`src/rtl/rtc_pkg.sv`:
```
package rtc_pkg;
   localparam logic [3:0] RA_SEC  = 4'd0;
   localparam logic [3:0] RA_MIN  = 4'd1;
   localparam logic [3:0] RA_HOUR = 4'd2;
   localparam logic [3:0] RA_WDAY = 4'd3;
   localparam logic [3:0] RA_DAY  = 4'd4;
   localparam logic [3:0] RA_MON  = 4'd5;
   localparam logic [3:0] RA_YEAR = 4'd6;
   localparam logic [3:0] RA_HOLE = 4'd13;
   localparam logic [3:0] RA_CFG  = 4'd14;
   localparam logic [3:0] RA_OSC  = 4'd15;
   localparam int FMT24_BIT = 5;
   localparam int PM_BIT    = 5;
   localparam int CENT_BIT  = 7;
   localparam int HALT_BIT  = 4;

   // add one to a two-digit BCD value (no range check)
   function automatic logic [7:0] bcd_up(input logic [7:0] v);
      if (v[3:0] >= 4'd9) return {v[7:4] + 4'd1, 4'd0};
      else                return {v[7:4], v[3:0] + 4'd1};
   endfunction

   // last day of a month, in BCD
   function automatic logic [7:0] month_last(input logic [7:0] mon, input logic [7:0] yr);
      logic [7:0] ybin;
      ybin = ({4'd0, yr[7:4]} * 8'd10) + {4'd0, yr[3:0]};
      case (mon[4:0])
         5'h02:                      return (ybin[1:0] == 2'd0) ? 8'h29 : 8'h28;
         5'h04, 5'h06, 5'h09, 5'h11: return 8'h30;
         default:                    return 8'h31;
      endcase
   endfunction
endpackage

```
`src/rtl/rtc_spi_shifter.sv`:
```
module rtc_spi_shifter #(
   parameter int SYNC_STAGES = 2
) (
   input  logic       clk,
   input  logic       rst_n,
   input  logic       sck_i,
   input  logic       cs_i,
   input  logic       mosi_i,
   input  logic       tx_load,
   input  logic [7:0] tx_byte,
   output logic       miso_o,
   output logic       frame_active,
   output logic       byte_done,
   output logic [7:0] rx_byte
);
   localparam int TOP = SYNC_STAGES - 1;

   generate
      if (SYNC_STAGES < 2) begin : g_bad_sync
         $error("SYNC_STAGES must be 2 or more");
      end
   endgenerate

   logic [TOP:0] sck_sr, cs_sr, mosi_sr;
   logic         sck_d;
   logic [2:0]   bit_cnt;
   logic [7:0]   tx_sh, rx_sh;
   logic         sck_rise, sck_fall;

   always_ff @(posedge clk) begin
      if (!rst_n) begin
         sck_sr  <= '0;
         cs_sr   <= '0;
         mosi_sr <= '0;
      end else begin
         sck_sr  <= {sck_sr[TOP-1:0], sck_i};
         cs_sr   <= {cs_sr[TOP-1:0], cs_i};
         mosi_sr <= {mosi_sr[TOP-1:0], mosi_i};
      end
   end

   assign frame_active = cs_sr[TOP];
   assign sck_rise     = sck_sr[TOP] & ~sck_d;
   assign sck_fall     = ~sck_sr[TOP] & sck_d;
   assign rx_byte      = rx_sh;

   always_ff @(posedge clk) begin
      if (!rst_n) begin
         sck_d     <= 1'b0;
         bit_cnt   <= '0;
         tx_sh     <= '0;
         rx_sh     <= '0;
         miso_o    <= 1'b0;
         byte_done <= 1'b0;
      end else begin
         sck_d     <= sck_sr[TOP];
         byte_done <= 1'b0;
         if (!frame_active) begin
            bit_cnt <= '0;
            tx_sh   <= '0;
            miso_o  <= 1'b0;
         end else begin
            if (tx_load) begin
               tx_sh <= tx_byte;
            end else if (sck_rise) begin
               miso_o <= tx_sh[7];
               tx_sh  <= {tx_sh[6:0], 1'b0};
            end
            if (sck_fall) begin
               rx_sh   <= {rx_sh[6:0], mosi_sr[TOP]};
               bit_cnt <= bit_cnt + 3'd1;
               if (bit_cnt == 3'd7) byte_done <= 1'b1;
            end
         end
      end
   end
endmodule

```
`src/rtl/rtc_cmd_ctrl.sv`:
```
module rtc_cmd_ctrl (
   input  logic       clk,
   input  logic       rst_n,
   input  logic       frame_active,
   input  logic       byte_done,
   input  logic [7:0] rx_byte,
   input  logic [7:0] rd_data,
   output logic [3:0] rd_addr,
   output logic       wr_en,
   output logic [3:0] wr_addr,
   output logic [7:0] wr_data,
   output logic       tx_load,
   output logic [7:0] tx_byte
);
   logic       have_cmd, is_read, is_single, spent, load_req;
   logic [3:0] addr;

   assign rd_addr = addr;

   always_ff @(posedge clk) begin
      if (!rst_n) begin
         have_cmd  <= 1'b0;
         is_read   <= 1'b0;
         is_single <= 1'b0;
         spent     <= 1'b0;
         load_req  <= 1'b0;
         addr      <= '0;
         wr_en     <= 1'b0;
         wr_addr   <= '0;
         wr_data   <= '0;
         tx_load   <= 1'b0;
         tx_byte   <= '0;
      end else begin
         wr_en    <= 1'b0;
         tx_load  <= 1'b0;
         load_req <= 1'b0;
         if (!frame_active) begin
            have_cmd <= 1'b0;
            spent    <= 1'b0;
         end else if (load_req) begin
            tx_load <= 1'b1;
            tx_byte <= spent ? 8'h00 : rd_data;
            if (!spent) begin
               if (is_single) spent <= 1'b1;
               else           addr  <= addr + 4'd1;
            end
         end else if (byte_done) begin
            if (!have_cmd) begin
               have_cmd  <= 1'b1;
               addr      <= rx_byte[7:4];
               is_single <= rx_byte[3];
               is_read   <= rx_byte[2];
               load_req  <= rx_byte[2];
            end else if (is_read) begin
               load_req <= 1'b1;
            end else if (!spent) begin
               wr_en   <= 1'b1;
               wr_addr <= addr;
               wr_data <= rx_byte;
               if (is_single) spent <= 1'b1;
               else           addr  <= addr + 4'd1;
            end
         end
      end
   end
endmodule

```
`src/rtl/rtc_time_core.sv`:
```
module rtc_time_core
   import rtc_pkg::*;
#(
   parameter bit DEF_24H = 1'b1
) (
   input  logic       clk,
   input  logic       rst_n,
   input  logic       frame_active,
   input  logic       tick,
   input  logic       wr_en,
   input  logic [3:0] wr_addr,
   input  logic [7:0] wr_data,
   input  logic [3:0] rd_addr,
   output logic [7:0] rd_data,
   output logic [7:0] sec_o,
   output logic       halt_o,
   output logic       adv_o
);
   localparam int         NREG     = 16;
   localparam logic [7:0] HOUR_RST = DEF_24H ? 8'h00 : 8'h12;
   localparam logic [7:0] CFG_RST  = DEF_24H ? 8'h20 : 8'h00;

   function automatic logic [7:0] reset_val(input int idx);
      case (idx)
         4, 5:    return 8'h01;
         2:       return HOUR_RST;
         14:      return CFG_RST;
         15:      return 8'h10;
         default: return 8'h00;
      endcase
   endfunction

   logic [7:0] rf [NREG];
   logic       pend;
   logic [7:0] n_sec, n_min, n_hr, n_wd, n_day, n_mon, n_yr, hn, mon_lo;
   logic       c_sec, c_min, hc, c_hr, c_day, c_mon, c_yr;

   assign halt_o  = rf[RA_OSC][HALT_BIT];
   assign sec_o   = rf[RA_SEC];
   assign adv_o   = !frame_active && !halt_o && (tick || pend);
   assign rd_data = (rd_addr == RA_HOLE) ? 8'h00 : rf[rd_addr];

   always_comb begin
      c_sec = rf[RA_SEC] == 8'h59;
      n_sec = c_sec ? 8'h00 : bcd_up(rf[RA_SEC]);
      c_min = c_sec && rf[RA_MIN] == 8'h59;
      n_min = c_sec ? ((rf[RA_MIN] == 8'h59) ? 8'h00 : bcd_up(rf[RA_MIN])) : rf[RA_MIN];
      if (rf[RA_CFG][FMT24_BIT]) begin
         hc = rf[RA_HOUR] == 8'h23;
         hn = hc ? 8'h00 : bcd_up(rf[RA_HOUR]);
      end else if (rf[RA_HOUR][4:0] == 5'h12) begin
         hc = 1'b0;
         hn = {2'b00, rf[RA_HOUR][PM_BIT], 5'h01};
      end else if (rf[RA_HOUR][4:0] == 5'h11) begin
         hc = rf[RA_HOUR][PM_BIT];
         hn = {2'b00, ~rf[RA_HOUR][PM_BIT], 5'h12};
      end else begin
         hc = 1'b0;
         hn = bcd_up({3'b000, rf[RA_HOUR][4:0]});
         hn = {2'b00, rf[RA_HOUR][PM_BIT], hn[4:0]};
      end
      n_hr  = c_min ? hn : rf[RA_HOUR];
      c_hr  = c_min && hc;
      c_day = c_hr && (rf[RA_DAY] == month_last(rf[RA_MON], rf[RA_YEAR]));
      n_day = c_hr ? (c_day ? 8'h01 : bcd_up(rf[RA_DAY])) : rf[RA_DAY];
      n_wd  = c_hr ? ((rf[RA_WDAY] >= 8'd6) ? 8'h00 : rf[RA_WDAY] + 8'd1) : rf[RA_WDAY];
      c_mon = c_day && rf[RA_MON][4:0] == 5'h12;
      c_yr  = c_mon && rf[RA_YEAR] == 8'h99;
      n_yr  = c_mon ? (c_yr ? 8'h00 : bcd_up(rf[RA_YEAR])) : rf[RA_YEAR];
      mon_lo = bcd_up({3'b000, rf[RA_MON][4:0]});
      n_mon = c_day ? {rf[RA_MON][CENT_BIT] ^ c_yr, 2'b00, c_mon ? 5'h01 : mon_lo[4:0]}
                    : rf[RA_MON];
   end

   always_ff @(posedge clk) begin
      if (!rst_n) begin
         pend <= 1'b0;
         for (int i = 0; i < NREG; i++) rf[i] <= reset_val(i);
      end else begin
         if (frame_active) begin
            if (tick && !halt_o) pend <= 1'b1;
         end else begin
            pend <= 1'b0;
         end
         if (adv_o) begin
            rf[RA_SEC]  <= n_sec;
            rf[RA_MIN]  <= n_min;
            rf[RA_HOUR] <= n_hr;
            rf[RA_WDAY] <= n_wd;
            rf[RA_DAY]  <= n_day;
            rf[RA_MON]  <= n_mon;
            rf[RA_YEAR] <= n_yr;
         end
         if (wr_en && wr_addr != RA_HOLE) rf[wr_addr] <= wr_data;
      end
   end
endmodule

```
`src/rtl/spi_rtc_regfile.sv`:
```
module spi_rtc_regfile #(
   parameter int SYNC_STAGES = 2,
   parameter bit DEF_24H     = 1'b1
) (
   input  logic clk,
   input  logic rst_n,
   input  logic spi_sck,
   input  logic spi_cs,
   input  logic spi_mosi,
   output logic spi_miso,
   input  logic sec_tick
);
   logic       fa_w, bdone_w, wr_en_w, tx_load_w, halt_w, adv_w;
   logic [7:0] rx_w, rd_data_w, wr_data_w, tx_byte_w, sec_w;
   logic [3:0] rd_addr_w, wr_addr_w;

   rtc_spi_shifter #(.SYNC_STAGES(SYNC_STAGES)) shift_i (
      .clk(clk), .rst_n(rst_n), .sck_i(spi_sck), .cs_i(spi_cs), .mosi_i(spi_mosi),
      .tx_load(tx_load_w), .tx_byte(tx_byte_w), .miso_o(spi_miso),
      .frame_active(fa_w), .byte_done(bdone_w), .rx_byte(rx_w)
   );

   rtc_cmd_ctrl ctrl_i (
      .clk(clk), .rst_n(rst_n), .frame_active(fa_w), .byte_done(bdone_w),
      .rx_byte(rx_w), .rd_data(rd_data_w), .rd_addr(rd_addr_w),
      .wr_en(wr_en_w), .wr_addr(wr_addr_w), .wr_data(wr_data_w),
      .tx_load(tx_load_w), .tx_byte(tx_byte_w)
   );

   rtc_time_core #(.DEF_24H(DEF_24H)) core_i (
      .clk(clk), .rst_n(rst_n), .frame_active(fa_w), .tick(sec_tick),
      .wr_en(wr_en_w), .wr_addr(wr_addr_w), .wr_data(wr_data_w),
      .rd_addr(rd_addr_w), .rd_data(rd_data_w), .sec_o(sec_w),
      .halt_o(halt_w), .adv_o(adv_w)
   );
endmodule

```
`config.mk`:
```
export PLATFORM = sky130hd
export DESIGN_NAME = spi_rtc_regfile
export DESIGN_NICKNAME = d
export VERILOG_FILES = /design/src/rtl/rtc_pkg.sv /design/src/rtl/rtc_spi_shifter.sv /design/src/rtl/rtc_cmd_ctrl.sv /design/src/rtl/rtc_time_core.sv /design/src/rtl/spi_rtc_regfile.sv
export SDC_FILE = /design/constraint.sdc
export NUM_CORES = 1
export LEC_CHECK = 0
export ABC_AREA = 1
export BUFFER_PORTS_ARGS = -buffer_cell sky130_fd_sc_hd__buf_2
export CAP_MARGIN = 0
export CORE_MARGIN = 8
export CORE_UTILIZATION = 58
export DETAILED_ROUTE_END_ITERATION = 10
export PLACE_DENSITY_LB_ADDON = 0.08
export SKIP_CTS_REPAIR_TIMING = 1
export SLEW_MARGIN = 20
export SYNTH_ARGS = -nofsm -noshare
export SYNTH_HDL_FRONTEND = slang
export SYNTH_SLANG_ARGS = --single-unit
```
`constraint.sdc`:
```
create_clock -name clk -period 2.7 [get_ports clk]
set_input_delay 0.54 -clock clk [delete_from_list [all_inputs] [get_ports clk]]
set_output_delay 0.54 -clock clk [all_outputs]
set_load 0.005 [all_outputs]
```
==> impl_summary.md <==
Critical path
STA puts the critical path data required time at 2.84 ns. The sort of element at the start of the critical path is a register. The class of the most critical setup path is register to register.

At the worst endpoint, the arrival time is 2.56 ns. Walking the worst path, the cells encountered are inv_1 -> ha_1 -> nand2_1 -> nor2_1 -> nand2_1 -> nor2_4 -> nand2_1 -> nor2_1 -> nand3_1 -> nor2_4 -> nor2_2 -> nand2_1 -> nand2_1 -> inv_1. The number of cells on the critical path is 14. The kind of end point of the critical path is a register.

The most frequent cell on the critical path is sky130_fd_sc_hd__nand2_1. The critical path contains buffers and inverters numbering 2 combined. For the worst flop-to-flop path, the logic depth is 14.

The kind of cell with the highest combined delay along the critical path is simple AND/OR/NAND/NOR gates. The critical path capture point is core_i.rf[4][5]. The slowest stage of the critical path is the sky130_fd_sc_hd__edfxtp_1 cell. On the worst path, the slowest cell contributes a delay of between 0.3 and 0.4 ns. The worst reg2reg path startpoint is core_i.rf[1][1]. The critical path starts at core_i.rf[1][1]. The flop-to-flop setup slack is 0.27 ns. Along the worst path, the maximum fanout reaches 7.

In this run the critical register-to-register path is captured at core_i.rf[4][5].

Final layout
Once layout is complete, the cells apart from fillers number 1358. The design area is between 10000 and 15000 um^2. The combined flip-flop and latch cell area is a little over 5000 um^2. The area growth from synthesis to layout is 9.97%. The number of nets in the layout is 1166.

The layout has 1433 filler cells. The multi-input logic area is 4000 um^2. Of the cells placed in the final design, the portion with a size suffix greater than 1 is approximately 7%. The final antenna diode count is 0.

Yosys
Ranked by total cell area, the synthesized netlist is headed by sky130_fd_sc_hd__edfxtp_1, sky130_fd_sc_hd__dfxtp_1, sky130_fd_sc_hd__nor2_1, sky130_fd_sc_hd__o21ai_0, sky130_fd_sc_hd__nand2_1. The synthesized design contains ~190 register bits. The part of the Yosys area used for sequential elements is 52.8%. The largest area contributor in the netlist is sky130_fd_sc_hd__edfxtp_1. The most common flop cell mapped by yosys is sky130_fd_sc_hd__edfxtp_1.

For this run, the number of Yosys warnings is 0. After synthesis, the mean cell area works out to around 8.7 um^2. The synthesized design devotes to its leading area cell type 39.6% of total area.

The synthesized design contains 128 enable-type register cells. The fraction of synthesis flops using an asynchronous set or reset pin is 0%. The commonest cells after synthesis are sky130_fd_sc_hd__nor2_1, sky130_fd_sc_hd__nand2_1, sky130_fd_sc_hd__edfxtp_1. Summing every instance area after synthesis gives about 9700 um^2. The number of distinct library cell variants in the gate-level netlist after synthesis is 40. The cell with the most instances after synthesis is sky130_fd_sc_hd__nor2_1. The synthesized instance count is 1119.

Floorplan
The number of top-level pins is 7. Measured along the x axis, the die boundary spans around 150 um. The area of the die is 21100 um^2.

Once the floorplan was initialized, standard cells occupied 59.0% of the core. The vertical extent of the die is 145 um. The core outline area is roughly 16000 um^2. The row count is 47.

GRT
In the global route stage, overall resource usage came out at 23.1%. Entering global routing, the biggest net connects between 60 and 70 pins. For this run the aggregate overflow at the end of global routing stands at 0.

The global-route wire length before repair is just under 40000 um. The initial antenna violation count is 0. The via count of the first global-routing pass was 7405.

STA
The clock skew is 0.00942 ns. Setup violations remaining at the end of the flow were counted as 0. The worst slew margin relative to its limit is about two fifths. Setup slack closes at between 0.2 and 0.3 ns.

On the final layout, the worst hold slack is 0.291 ns. The number of hold violations in the final report is 0. At the pin with the least slew margin, the transition time is 0.917 ns. The peak clock frequency supported by timing is between 400 and 500 MHz. Setup repair after global routing left no endpoint under its margin. The smallest clock period supported by the final layout is computed as 2.43 ns.

After routing, the total negative slack on setup checks comes to 0 ns. The number of slew-limit violations in the final report was 0. Of the available clock period, the critical path in the final layout requires between 80% and 90%.

Pwr
The leakage power total is around 4 nW. The total power per unit cell area is 581 nW/um^2. The worst-case vdd ir drop is 436 uV.

Detailed routing
The number of vias in the routed layout is 7974. The remaining number of nets flagged by the antenna check after routing is 0. The detailed router's first-iteration violation count is 927.

The via density per instance is just under 6. After detailed routing, the number of remaining DRC violations is 0. The per-cell routed wire length is 17.9 um.

The first TritonRoute pass finished after 5 iterations. After detailed routing, the total wire length is 24400 um.

Placed design
The setup slack after placement is 0.314 ns. The placer's final routability congestion estimate is 0.953. The placed instance count is 1326. The placed wire-length estimate is 16900 um. The port buffer count is 6. The post-detailed-placement cell area is approximately 10000 um^2.

Worst hold path
The path class of the tightest hold or removal check is input port to register.

Flow run
Max-cap violations in this run came to 0.

Clocking
After clock tree synthesis, the clock-pin slew on the worst setup and hold paths is 0.07 ns. The clock sink total is 192. The number of buffers on the longest clock path is 2. In this run, CTS created clock tree buffers numbering 17. The later-pin clock latency in the skew report is between 0.4 and 0.5 ns. The root cell of the clock tree is sky130_fd_sc_hd__clkbuf_16. CTS built an H-tree with a depth of 4. The CTS tree is yes.

Outcome
The flow ran to the end, and the final reports show no timing, DRC or antenna violations.
-- flip-flops by register name (all words and copies together) (netlist names), 2 cells and up, named ones only --
signal and flops:
ctrl_i.rd_addr 4, shift_i.bit_cnt 3, core_i.rf 128, shift_i.mosi_sr 2, shift_i.rx_byte 8, shift_i.tx_sh 8
ctrl_i.wr_addr 4, ctrl_i.wr_data 8, shift_i.cs_sr 2, ctrl_i.tx_byte 8, shift_i.sck_sr 2
-- metal layers --
metal	GRT usage, %	wire length [um]	vias up
met4	9.99	807	0
met1	32.1	10800	3732
met2	34.7	10900	353
met3	4.45	1860	56
met5	0	0	-
li1	-	-	3833
-- worst min-delay path: stages --
cell,delay [ns]
sky130_fd_sc_hd__buf_2,0.08
sky130_fd_sc_hd__nand2_1,0.04
sky130_fd_sc_hd__inv_1,0.04
-- cell type report --
class | instances | area share [%]
Clock inverter | 9 | 0.726
Tap cell | 220 | 2.58
Timing Repair Buffer | 29 | 2.13
Sequential cell | 192 | 48.0
Inverter | 113 | 3.97
Multi-Input combinational cell | 772 | 37.4
Clock buffer | 23 | 5.18
-- kinds of logic (layout without fill, tap and decap cells) --
family	Yosys count	after routing	share of synthesized area, %
adders and majority gates	35	35	4.51
AOI/OAI and AO/OA	275	275	15.7
DFF	192	192	52.8
and+or+nand+nor	431	431	18.5
xor gates and xnor gates	23	23	2.07
other	1	8	0.0386
buffers and inverters	162	174	6.40
-- how the worst min path moves through the flow --
stage | start | slack (ns) | end | depth (start not counted)
4_1_cts | spi_sck | 0.28 | shift_i.sck_sr[0] | 3
3_3_place_gp | shift_i.sck_sr[0] | 0.39 | shift_i.sck_sr[1] | 2
3_5_place_dp | shift_i.sck_sr[0] | 0.40 | shift_i.sck_sr[1] | 2
6_report | spi_mosi | 0.29 | shift_i.mosi_sr[0] | 3
2_1_floorplan | shift_i.cs_sr[0] | 0.39 | shift_i.cs_sr[1] | 2
5_1_grt | spi_cs | 0.29 | shift_i.cs_sr[0] | 3
-- cell usage in the layout, fill, tap and decap left out, types with 2 or more instances in the layout --
| cell type | count |
|---|---|
| sky130_fd_sc_hd__nor2_4 | 2 |
| sky130_fd_sc_hd__buf_2 | 6 |
| sky130_fd_sc_hd__buf_12 | 2 |
| sky130_fd_sc_hd__o221ai_1 | 2 |
| sky130_fd_sc_hd__nand2_2 | 3 |
| sky130_fd_sc_hd__o211ai_1 | 12 |
| sky130_fd_sc_hd__nor2_2 | 6 |
| sky130_fd_sc_hd__nor2_1 | 178 |
| sky130_fd_sc_hd__nand3_1 | 59 |
| sky130_fd_sc_hd__dfxtp_1 | 63 |
| sky130_fd_sc_hd__a31oi_1 | 10 |
| sky130_fd_sc_hd__conb_1 | 8 |
| sky130_fd_sc_hd__o31ai_1 | 2 |
| sky130_fd_sc_hd__a211oi_1 | 2 |
| sky130_fd_sc_hd__edfxtp_1 | 128 |
| sky130_fd_sc_hd__inv_2 | 4 |
| sky130_fd_sc_hd__nand4_1 | 15 |
| sky130_fd_sc_hd__clkinv_4 | 4 |
| sky130_fd_sc_hd__o22ai_1 | 32 |
| sky130_fd_sc_hd__xor2_1 | 15 |
| sky130_fd_sc_hd__o21ai_1 | 8 |
| sky130_fd_sc_hd__buf_4 | 21 |
| sky130_fd_sc_hd__inv_1 | 108 |
| sky130_fd_sc_hd__clkbuf_16 | 21 |
| sky130_fd_sc_hd__inv_6 | 3 |
| sky130_fd_sc_hd__nor4_1 | 2 |
| sky130_fd_sc_hd__a21oi_1 | 71 |
| sky130_fd_sc_hd__nand2_1 | 157 |
| sky130_fd_sc_hd__o21ai_0 | 124 |
| sky130_fd_sc_hd__o32ai_1 | 6 |
| sky130_fd_sc_hd__nor3_1 | 5 |
| sky130_fd_sc_hd__xnor2_1 | 8 |
| sky130_fd_sc_hd__ha_1 | 35 |
| sky130_fd_sc_hd__clkbuf_8 | 2 |
-- through the flow --
step                      total power [mW]  util [%]
after floorplan                       3.55         -
after global placement                3.65      61.0
after detailed placement              3.65      61.0
after CTS                             6.22      64.8
after global routing                  6.38      64.9
final                                 6.20      64.9
-- where the power goes --
part	internal, mW	switching (mW)	total (mW)
sequential	3.24	0.0635	3.30
clock	1.47	1.13	2.61
combinational	0.0927	0.202	0.295
total	4.80	1.40	6.20
Power figures use the tool's default switching activity.
